[src/rtl/cpwm_pkg.sv]
// Package: shared constants and types for the complementary PWM block.
// Assumes: dead-band setting is 7 bits wide; two output channels exist.
package cpwm_pkg;

    localparam int DEAD_W_DEF = 7;
    localparam int N_CH       = 2;

    // Channel index: which nominal signal feeds which dead-band gate
    typedef enum logic [0:0] {
        CH_HIGH_SIDE = 1'b0,
        CH_LOW_SIDE  = 1'b1
    } cpwm_ch_e;

endpackage

[src/rtl/cpwm_setting_regs.sv]
// Module: double-buffered period, duty and dead-band settings.
// Writes land in pending registers at once; the working registers copy the
// pending ones only when load_i is high (a period boundary).
// Assumes: strobes are single-cycle or level; the last value written wins.
module cpwm_setting_regs #(
    parameter int CNT_W  = 8,
    parameter int DEAD_W = 7
) (
    input  logic              clk,
    input  logic              rst_n,
    input  logic              load_i,
    input  logic              wr_period_i,
    input  logic [CNT_W-1:0]  period_i,
    input  logic              wr_duty_i,
    input  logic [CNT_W-1:0]  duty_i,
    input  logic              wr_dead_i,
    input  logic [DEAD_W-1:0] dead_i,
    output logic [CNT_W-1:0]  act_period_o,
    output logic [CNT_W-1:0]  act_duty_o,
    output logic [DEAD_W-1:0] act_dead_o
);

    logic [CNT_W-1:0]  pend_period_q;
    logic [CNT_W-1:0]  pend_duty_q;
    logic [DEAD_W-1:0] pend_dead_q;

    // Capture values from the write ports into the pending registers
    always_ff @(posedge clk) begin
        if (!rst_n) begin
            pend_period_q <= '0;
            pend_duty_q   <= '0;
            pend_dead_q   <= '0;
        end else begin
            if (wr_period_i) pend_period_q <= period_i;
            if (wr_duty_i)   pend_duty_q   <= duty_i;
            if (wr_dead_i)   pend_dead_q   <= dead_i;
        end
    end

    // Transfer the pending settings to the working set at a period boundary
    always_ff @(posedge clk) begin
        if (!rst_n) begin
            act_period_o <= '0;
            act_duty_o   <= '0;
            act_dead_o   <= '0;
        end else if (load_i) begin
            act_period_o <= pend_period_q;
            act_duty_o   <= pend_duty_q;
            act_dead_o   <= pend_dead_q;
        end
    end

endmodule

[src/rtl/cpwm_timebase.sv]
// Module: free-running period timer and duty comparator.
// The timer steps once per tick from 0 to the working period value and then
// wraps. boundary_o marks the tick on which the wrap happens. nom_hi_o is the
// undelayed high-side pulse (timer below duty).
// Assumes: the working period changes only on a boundary, so the timer can
// never be above it.
module cpwm_timebase #(
    parameter int CNT_W = 8
) (
    input  logic             clk,
    input  logic             rst_n,
    input  logic             tick_i,
    input  logic [CNT_W-1:0] period_i,
    input  logic [CNT_W-1:0] duty_i,
    output logic             boundary_o,
    output logic             nom_hi_o
);

    logic [CNT_W-1:0] timer_q;
    logic             at_end;

    // Detect the last tick of the period
    always_comb begin
        at_end     = (timer_q == period_i);
        boundary_o = tick_i && at_end;
    end

    // Advance the timer on each tick and wrap at the period value
    always_ff @(posedge clk) begin
        if (!rst_n) begin
            timer_q <= '0;
        end else if (tick_i) begin
            if (at_end) timer_q <= '0;
            else        timer_q <= timer_q + 1'b1;
        end
    end

    // Nominal pulse: active while the timer is below the duty value
    always_comb begin
        nom_hi_o = (timer_q < duty_i);
    end

endmodule

[src/rtl/cpwm_deadband_gate.sv]
// Module: dead-band gate for one output.
// Samples the nominal signal on each tick. A nominal rise loads a down-counter
// from the dead-band value, and the output stays low until the counter is
// zero. A nominal fall clears the counter and drops the output on that tick.
// Assumes: nom_i is stable between ticks; the output is registered so it is
// glitch-free.
module cpwm_deadband_gate #(
    parameter int DEAD_W = 7
) (
    input  logic              clk,
    input  logic              rst_n,
    input  logic              tick_i,
    input  logic              nom_i,
    input  logic [DEAD_W-1:0] dead_i,
    output logic              out_o
);

    logic              nom_q;
    logic [DEAD_W-1:0] wait_q;
    logic [DEAD_W-1:0] wait_nx;
    logic              out_nx;

    // Next value of the delay counter and of the output
    always_comb begin
        if (nom_i && !nom_q)  wait_nx = dead_i;
        else if (!nom_i)      wait_nx = '0;
        else if (wait_q != 0) wait_nx = wait_q - 1'b1;
        else                  wait_nx = wait_q;
        out_nx = nom_i && (wait_nx == 0);
    end

    // Update the edge detector, counter and output on each tick
    always_ff @(posedge clk) begin
        if (!rst_n) begin
            nom_q  <= 1'b0;
            wait_q <= '0;
            out_o  <= 1'b0;
        end else if (tick_i) begin
            nom_q  <= nom_i;
            wait_q <= wait_nx;
            out_o  <= out_nx;
        end
    end

endmodule

[src/rtl/cpwm_halfbridge.sv]
// Module: complementary half-bridge PWM with dead-band, top level.
// Connects the setting registers, the timebase and one dead-band gate for each
// of the two outputs. The low-side nominal signal is the inverse of the
// high-side one.
// Assumes: synchronous active-low reset; tick is a one-clock enable pulse.
module cpwm_halfbridge #(
    parameter int CNT_W  = 8,
    parameter int DEAD_W = cpwm_pkg::DEAD_W_DEF
) (
    input  logic              clk,
    input  logic              rst_n,
    input  logic              tick,
    input  logic              wr_period,
    input  logic [CNT_W-1:0]  period_in,
    input  logic              wr_duty,
    input  logic [CNT_W-1:0]  duty_in,
    input  logic              wr_dead,
    input  logic [DEAD_W-1:0] dead_in,
    output logic              out_hi,
    output logic              out_lo
);

    import cpwm_pkg::*;

    logic [CNT_W-1:0]  act_period;
    logic [CNT_W-1:0]  act_duty;
    logic [DEAD_W-1:0] act_dead;
    logic              boundary;
    logic              nom_hi;
    logic [N_CH-1:0]   nom_vec;
    logic [N_CH-1:0]   out_vec;

    cpwm_setting_regs #(
        .CNT_W  (CNT_W),
        .DEAD_W (DEAD_W)
    ) u_regs (
        .clk          (clk),
        .rst_n        (rst_n),
        .load_i       (boundary),
        .wr_period_i  (wr_period),
        .period_i     (period_in),
        .wr_duty_i    (wr_duty),
        .duty_i       (duty_in),
        .wr_dead_i    (wr_dead),
        .dead_i       (dead_in),
        .act_period_o (act_period),
        .act_duty_o   (act_duty),
        .act_dead_o   (act_dead)
    );

    cpwm_timebase #(
        .CNT_W (CNT_W)
    ) u_timebase (
        .clk        (clk),
        .rst_n      (rst_n),
        .tick_i     (tick),
        .period_i   (act_period),
        .duty_i     (act_duty),
        .boundary_o (boundary),
        .nom_hi_o   (nom_hi)
    );

    // Build the complementary nominal pair
    always_comb begin
        nom_vec[CH_HIGH_SIDE] = nom_hi;
        nom_vec[CH_LOW_SIDE]  = !nom_hi;
    end

    // One dead-band gate per output
    for (genvar ch = 0; ch < N_CH; ch++) begin : g_gate
        cpwm_deadband_gate #(
            .DEAD_W (DEAD_W)
        ) u_gate (
            .clk    (clk),
            .rst_n  (rst_n),
            .tick_i (tick),
            .nom_i  (nom_vec[ch]),
            .dead_i (act_dead),
            .out_o  (out_vec[ch])
        );
    end

    // Drive the output ports
    always_comb begin
        out_hi = out_vec[CH_HIGH_SIDE];
        out_lo = out_vec[CH_LOW_SIDE];
    end

endmodule

[config.mk]
export PLATFORM = sky130hd
export DESIGN_NAME = cpwm_halfbridge
export DESIGN_NICKNAME = d
export VERILOG_FILES = /design/src/rtl/cpwm_pkg.sv /design/src/rtl/cpwm_setting_regs.sv /design/src/rtl/cpwm_timebase.sv /design/src/rtl/cpwm_deadband_gate.sv /design/src/rtl/cpwm_halfbridge.sv
export SDC_FILE = /design/constraint.sdc
export NUM_CORES = 1
export LEC_CHECK = 0
export BUFFER_PORTS_ARGS = -buffer_cell sky130_fd_sc_hd__buf_2
export CORE_MARGIN = 2
export CORE_UTILIZATION = 53
export DETAILED_ROUTE_END_ITERATION = 10
export GPL_TIMING_DRIVEN = 0
export MAX_ROUTING_LAYER = met4
export PLACE_DENSITY_LB_ADDON = 0.08
export SLEW_MARGIN = 30
export SYNTH_ARGS = -nofsm -noshare
export SYNTH_HDL_FRONTEND = slang
export SYNTH_SLANG_ARGS = --single-unit
[constraint.sdc]
create_clock -name clk -period 2.05 [get_ports clk]
set_input_delay 0.1025 -clock clk [delete_from_list [all_inputs] [get_ports clk]]
set_output_delay 0.1025 -clock clk [all_outputs]
set_load 0.005 [all_outputs]
* Yosys cells after proc, flatten, opt, wreduce, memory -nomap -nowiden *
Cells that the tools add are included.

cells by class
  add/subtract/negate cells = 3
  order comparisons = 1
  equal/unequal tests = 1
  muxes and demuxes = 7
  reduce and logical (&&, ||, !) cells = 12

operator list
  kind                                              count
  2-to-1 mux 7 bit                                  6
  zero test 7 bit                                   2
  nonzero test 7 bit                                2
  subtractor 7 x 1 -> 7 bit, second input constant  2
  adder 8 x 1 -> 8 bit, second input constant       1
  == test 8 bit                                     1
  less-than comparator 8 bit                        1
  2-to-1 mux 8 bit                                  1
  logical AND 1 bit                                 5
  zero test 1 bit                                   3

storage, ports and cells
  bits in registers = 72
  input port bits = 29
  output and inout bits = 2
  logic and storage cells = 37

* Depth between registers and ports, before layout *
  word-level depth = 6
  mapped depth = 9
  depth with buffers taken out = 8

* Hierarchy *
A second synthesis with hierarchy kept.

second synthesis, totals
  cells, all modules = 388
  area total of the unflattened synthesis = 3637.2 sq um

by module, submodules not included
  module              times used  cells an instance  area each (sq um)  seq. area each (sq um)
  cpwm_setting_regs   1           149                1767.9             920.9
  cpwm_deadband_gate  2           83                 629.4              180.2
  cpwm_timebase       1           72                 606.8              160.2
  cpwm_halfbridge     1           1                  3.8                0.0

* Worst setup path after synthesis *
Ideal clock, no wire load.

  path type = register -> register
  start = register g_gate[0].u_gate.wait_q[0]
  end = register g_gate[0].u_gate.out_o
  library setup time = 0.115 ns
  arrival = 1.905 ns
  required time = 1.935 ns
  setup slack = 0.029 ns
  cell stages (with the launch flop) = 8
  buffers on the path = 0
  clock period less this slack = 2.021 ns
  path through = dfxtp_1 > inv_1 > ha_1 > or4b_4 > or4_1 > a31oi_1 > nor3b_1 > a31o_1

on the way
  cells in the longest elaborated chain, start to end = 6
  elaborated cells on any way between the ends = 7
  classes of those cells = add/sub (1); mux (3); reduce/logical (3)

RTL lines
  what                                                                    line                      text
  start, declared                                                         cpwm_deadband_gate.sv:19  logic [DEAD_W-1:0] wait_q;
  start signal, assigned                                                  cpwm_deadband_gate.sv:40  wait_q <= wait_nx;
  subtractor 7 x 1 -> 7 bit / nonzero test 7 bit (equally long branches)  cpwm_deadband_gate.sv:27  else if (wait_q != 0) wait_nx = wait_q - 1'b1;
  2-to-1 mux 7 bit *                                                      cpwm_deadband_gate.sv:27
  2-to-1 mux 7 bit *                                                      cpwm_deadband_gate.sv:26  else if (!nom_i) wait_nx = '0;
  2-to-1 mux 7 bit *                                                      cpwm_deadband_gate.sv:25  if (nom_i && !nom_q) wait_nx = dead_i;
  zero test 7 bit *                                                       cpwm_deadband_gate.sv:29  out_nx = nom_i && (wait_nx == 0);
  logical AND 1 bit *                                                     cpwm_deadband_gate.sv:29
  end signal, assigned                                                    cpwm_deadband_gate.sv:41  out_o <= out_nx;
  end, declared                                                           cpwm_deadband_gate.sv:15  output logic out_o

Every way passes the cells marked *; elsewhere a longest branch is shown, timed or not.
A chain may end at the register's enable or synchronous reset.

* Final worst setup path *
Same ends and word-level chain as after synthesis.

==> run_summary.xml <==
<?xml version="1.0" encoding="UTF-8"?>
<metrics>
  <group name="run_status">
    <metric name="outcome" unit="">complete, but fails checks</metric>
    <metric name="violations" unit="">negative setup slack</metric>
  </group>
  <group name="placement">
    <metric name="hpwlAfterDp" unit="mm">5.41</metric>
    <metric name="place_congestion" unit="">0.879</metric>
    <metric name="port_buffers" unit="">26</metric>
    <metric name="dpl_worst_slack" unit="ps">-177</metric>
  </group>
  <group name="timing">
    <metric name="relSlewSlack" unit="%">62.4</metric>
    <metric name="final_period_util" unit="%">102</metric>
    <metric name="timing.setup.tns" unit="ps">-32.7</metric>
    <metric name="final_setup_margin" unit="ps">-32.7</metric>
    <metric name="finalMaxSlewViolations" unit="">0</metric>
    <metric name="tightestPinTransition" unit="ps">564</metric>
    <metric name="max_clock_freq" unit="GHz">0.480</metric>
    <metric name="hold-worst-slack" unit="ps">10.2</metric>
    <metric name="setup-violations-final" unit="">1</metric>
    <metric name="final-hold-violation-count" unit="">0</metric>
    <metric name="grt_setup_unrepaired" unit="">true</metric>
    <metric name="clock-skew-final" unit="ps">5.36</metric>
    <metric name="final.min_clock_period" unit="ps">2080</metric>
  </group>
  <group name="clock_network">
    <metric name="cts.path.max_buffers" unit="">2</metric>
    <metric name="tritoncts" unit="">built</metric>
    <metric name="holdBufCountCts" unit="">0</metric>
    <metric name="clk_transition_reported_paths" unit="ps">80</metric>
    <metric name="clock-root-buffer" unit="">clkbuf_8</metric>
    <metric name="clk-insertion-delay-late" unit="ps">350</metric>
    <metric name="cts_buffers" unit="">9</metric>
    <metric name="cts_htree_levels" unit="">3</metric>
    <metric name="clock_sinks" unit="">72</metric>
  </group>
  <group name="detailed_routing">
    <metric name="finalWirelength" unit="mm">7.59</metric>
    <metric name="vias_per_cell" unit="">5.39</metric>
    <metric name="drcViolationCount" unit="">0</metric>
    <metric name="drt-initial-drc-count" unit="">134</metric>
    <metric name="wire_per_inst" unit="um">14.7</metric>
    <metric name="detailroute.via_count" unit="">2781</metric>
    <metric name="route.antenna.remaining_nets" unit="">0</metric>
    <metric name="drtPass1Iterations" unit="">4</metric>
  </group>
  <group name="critical_path">
    <metric name="crit_chain" unit="">inv_2, ha_4, or4b_4, or4_4, a31oi_4, nor3b_1, a31o_1</metric>
    <metric name="r2r-end" unit="">g_gate[0].u_gate.out_o</metric>
    <metric name="cp_num_buf_inv" unit="">1</metric>
    <metric name="timing.reg2reg.worst_path_depth" unit="">7</metric>
    <metric name="cp_num_cells" unit="">7</metric>
    <metric name="r2r_slack" unit="ps">-30</metric>
    <metric name="start_kind" unit="">flop</metric>
    <metric name="critPathSlowestCell" unit="">or4b_4</metric>
    <metric name="critical_path_endpoint_category" unit="">flop</metric>
    <metric name="worstPathMaxFanout" unit="">3</metric>
    <metric name="critical_path_arrival" unit="ps">2330</metric>
    <metric name="cp.required" unit="ps">2290</metric>
    <metric name="reg2reg_from" unit="">g_gate[0].u_gate.wait_q[0]</metric>
    <metric name="critical_path_s_top_delay_family" unit="">simple AND/OR/NAND/NOR gates</metric>
    <metric name="path_class" unit="">reg -&gt; reg</metric>
    <metric name="max_stage_delay" unit="ps">470</metric>
  </group>
  <group name="power_and_ir_drop">
    <metric name="sw_frac_of_total" unit="%">28.5</metric>
    <metric name="report.power.total" unit="uW">3570</metric>
    <metric name="switching_power" unit="uW">1020</metric>
    <metric name="power_per_cell_area" unit="nW/um2">858</metric>
    <metric name="worst_ir_drop_vdd" unit="V">0.000594</metric>
    <metric name="power_frac_seq" unit="%">43.2</metric>
    <metric name="clock_power_share" unit="%">36.2</metric>
    <metric name="combPwrFrac" unit="%">20.7</metric>
    <metric name="internal_power" unit="uW">2550</metric>
    <metric name="total_leakage_power" unit="uW">0.00179</metric>
  </group>
  <group name="logic_synthesis">
    <metric name="synth_top_flop_cell" unit="">dfxtp_1</metric>
    <metric name="synth-edff-count" unit="">0</metric>
    <metric name="ys_seq_elements" unit="">72</metric>
    <metric name="synth.top_cells.by_area" unit="">dfxtp_1, mux2i_1, nor2b_1, ha_1, xor2_1</metric>
    <metric name="synth.net_count" unit="">431</metric>
    <metric name="netlist_area" unit="um2">3580</metric>
    <metric name="netlist.area_leader.share" unit="%">40.2</metric>
    <metric name="cell_type_with_the_highest_aggregate_area_in_the_netlist" unit="">dfxtp_1</metric>
    <metric name="postSynthCellCount" unit="">390</metric>
    <metric name="async_flop_share" unit="%">0</metric>
    <metric name="yosysWarningCount" unit="">0</metric>
    <metric name="seq_area_frac_synth" unit="%">40.2</metric>
    <metric name="synth_cell_type_count" unit="">44</metric>
    <metric name="syn-mean-instance-area" unit="um2">9.19</metric>
  </group>
  <group name="hold_path">
    <metric name="hold_path_cells" unit="">3</metric>
    <metric name="holdPathEnd" unit="">u_regs.pend_period_q[5]</metric>
    <metric name="hold_path_startpoint" unit="">period_in[5]</metric>
    <metric name="hold_class" unit="">in -&gt; reg</metric>
  </group>
  <group name="finish">
    <metric name="postLayoutCoreUtil" unit="%">64.4</metric>
    <metric name="layout_common_cells" unit="">dfxtp_1, nor2b_1, mux2i_1, buf_2, nor2_1</metric>
    <metric name="layout-area-overhead-vs-synth" unit="%">16.0</metric>
    <metric name="final_layout_size_suffix_gt1_share" unit="%">16.9</metric>
    <metric name="layout.cells.most_common" unit="">dfxtp_1</metric>
    <metric name="nets" unit="">475</metric>
    <metric name="num_antenna_cells" unit="">0</metric>
  </group>
  <group name="job">
    <metric name="maxCapViolations" unit="">0</metric>
  </group>
  <group name="floorplanning">
    <metric name="fp.dieH" unit="um">86.2</metric>
    <metric name="starting_utilization_of_the_core_area" unit="%">55.5</metric>
    <metric name="floorplan.core_area" unit="um2">6460</metric>
    <metric name="die_x" unit="um">86.2</metric>
    <metric name="top_level_ports" unit="">31</metric>
    <metric name="floorplan.die_area" unit="um2">7430</metric>
    <metric name="row_count" unit="">29</metric>
  </group>
  <group name="global_route">
    <metric name="overflow" unit="">0</metric>
    <metric name="antenna_found_initial" unit="">0</metric>
    <metric name="grt.total_usage" unit="%">22.9</metric>
    <metric name="first_pass_grt_wire_length" unit="mm">13.0</metric>
    <metric name="grt_start_max_net_pins" unit="">14</metric>
    <metric name="first_global_vias" unit="">2689</metric>
  </group>
</metrics>
[kinds of logic after synthesis]
group / Yosys count / synth area share [%]
buf+inv: 41 / 4.68
xor+xnor: 21 / 5.13
mux: 52 / 14.6
flops: 72 / 40.2
fa+ha+maj: 12 / 4.19
simple gates: 145 / 22.7
compound gates: 47 / 8.48
[worst register-to-register path: cells and delay by family, from the launching register on]
family / cells / cell delay [ps]
simple gates: 3 / 990
compound gates: 2 / 410
flops: 1 / 330
fa+ha+maj: 1 / 150
buf+inv: 1 / 90
[routing by layer]
layer	global-route usage [%]	vias up	wire length, um
li1	-	1416	-
met1	28.6	1295	3440
met2	37.1	55	3740
met3	4.86	15	257
met4	7.67	0	159
met5	-	-	0
[cells in the mapped netlist (2+ instances only)]
cell       n
dfxtp_1   72
mux2i_1   50
nor2b_1   50
nor2_1    24
nand2_1   20
clkbuf_1  18
inv_1     17
xor2_1    15
ha_1      12
nand3_1   12
o21ai_0   10
a21oi_1    9
a21boi_0   8
nor3_1     8
a31oi_1    6
xnor2_1    6
buf_2      5
nand2b_1   5
and2_1     4
nand3b_1   4
nand4_1    4
o22ai_1    4
and3_1     3
mux2_2     2
o211ai_1   2
o21a_1     2
[stage by stage]
stage	std cells	area, um2
final	516	4160
after global routing	516	4160
after CTS	513	4100
after detailed placement	493	3810
after global placement	493	3810
after floorplan	390	3580
[repair_timing]
| item | in CTS | in global routing |
|---|---|---|
| buffers inserted | 4 | 4 |
| endpoints found under the setup margin | 19 | 14 |
| pin swaps | 2 | 2 |
| gates resized for setup | 8 | 9 |
[power by group through the flow]
stage,logic [uW],clock network [uW],registers (uW)
4_1_cts,702,1310,1540
2_1_floorplan,515,0,1550
3_3_place_gp,655,0,1570
3_5_place_dp,664,0,1570
6_report,738,1290,1540
5_1_grt,820,1370,1550
[flip-flops by register name, indices dropped and copies added (netlist names)]
name / cells
u_regs.act_dead_o: 7
u_regs.pend_period_q: 8
g_gate.u_gate.wait_q: 14
g_gate.u_gate.nom_q: 2
u_regs.pend_dead_q: 7
g_gate.u_gate.out_o: 2
u_regs.act_period_o: 8
u_timebase.timer_q: 8
u_regs.act_duty_o: 8
u_regs.pend_duty_q: 8
[layout make-up]
cell class	count	area, um2
buffer	23	103
clock buffer	10	138
clock inverter	6	90.1
fill	562	2300
inverter	17	63.8
multi-input combinational	277	2030
sequential	72	1450
tap	77	96.3
timing repair buffer	34	190
[worst max path at each step]
stage                                           from                     end  slack [ps]
final                     g_gate[0].u_gate.wait_q[0]  g_gate[0].u_gate.out_o         -30
after global routing      g_gate[0].u_gate.wait_q[0]  g_gate[0].u_gate.out_o         -70
after CTS                 g_gate[0].u_gate.wait_q[1]  g_gate[0].u_gate.out_o         -40
after detailed placement  g_gate[0].u_gate.wait_q[0]  g_gate[0].u_gate.out_o        -180
after global placement    g_gate[0].u_gate.wait_q[0]  g_gate[0].u_gate.out_o        -180
after floorplan           g_gate[0].u_gate.wait_q[0]  g_gate[0].u_gate.out_o          30
Note: power is estimated with default switching activity, not from simulation.
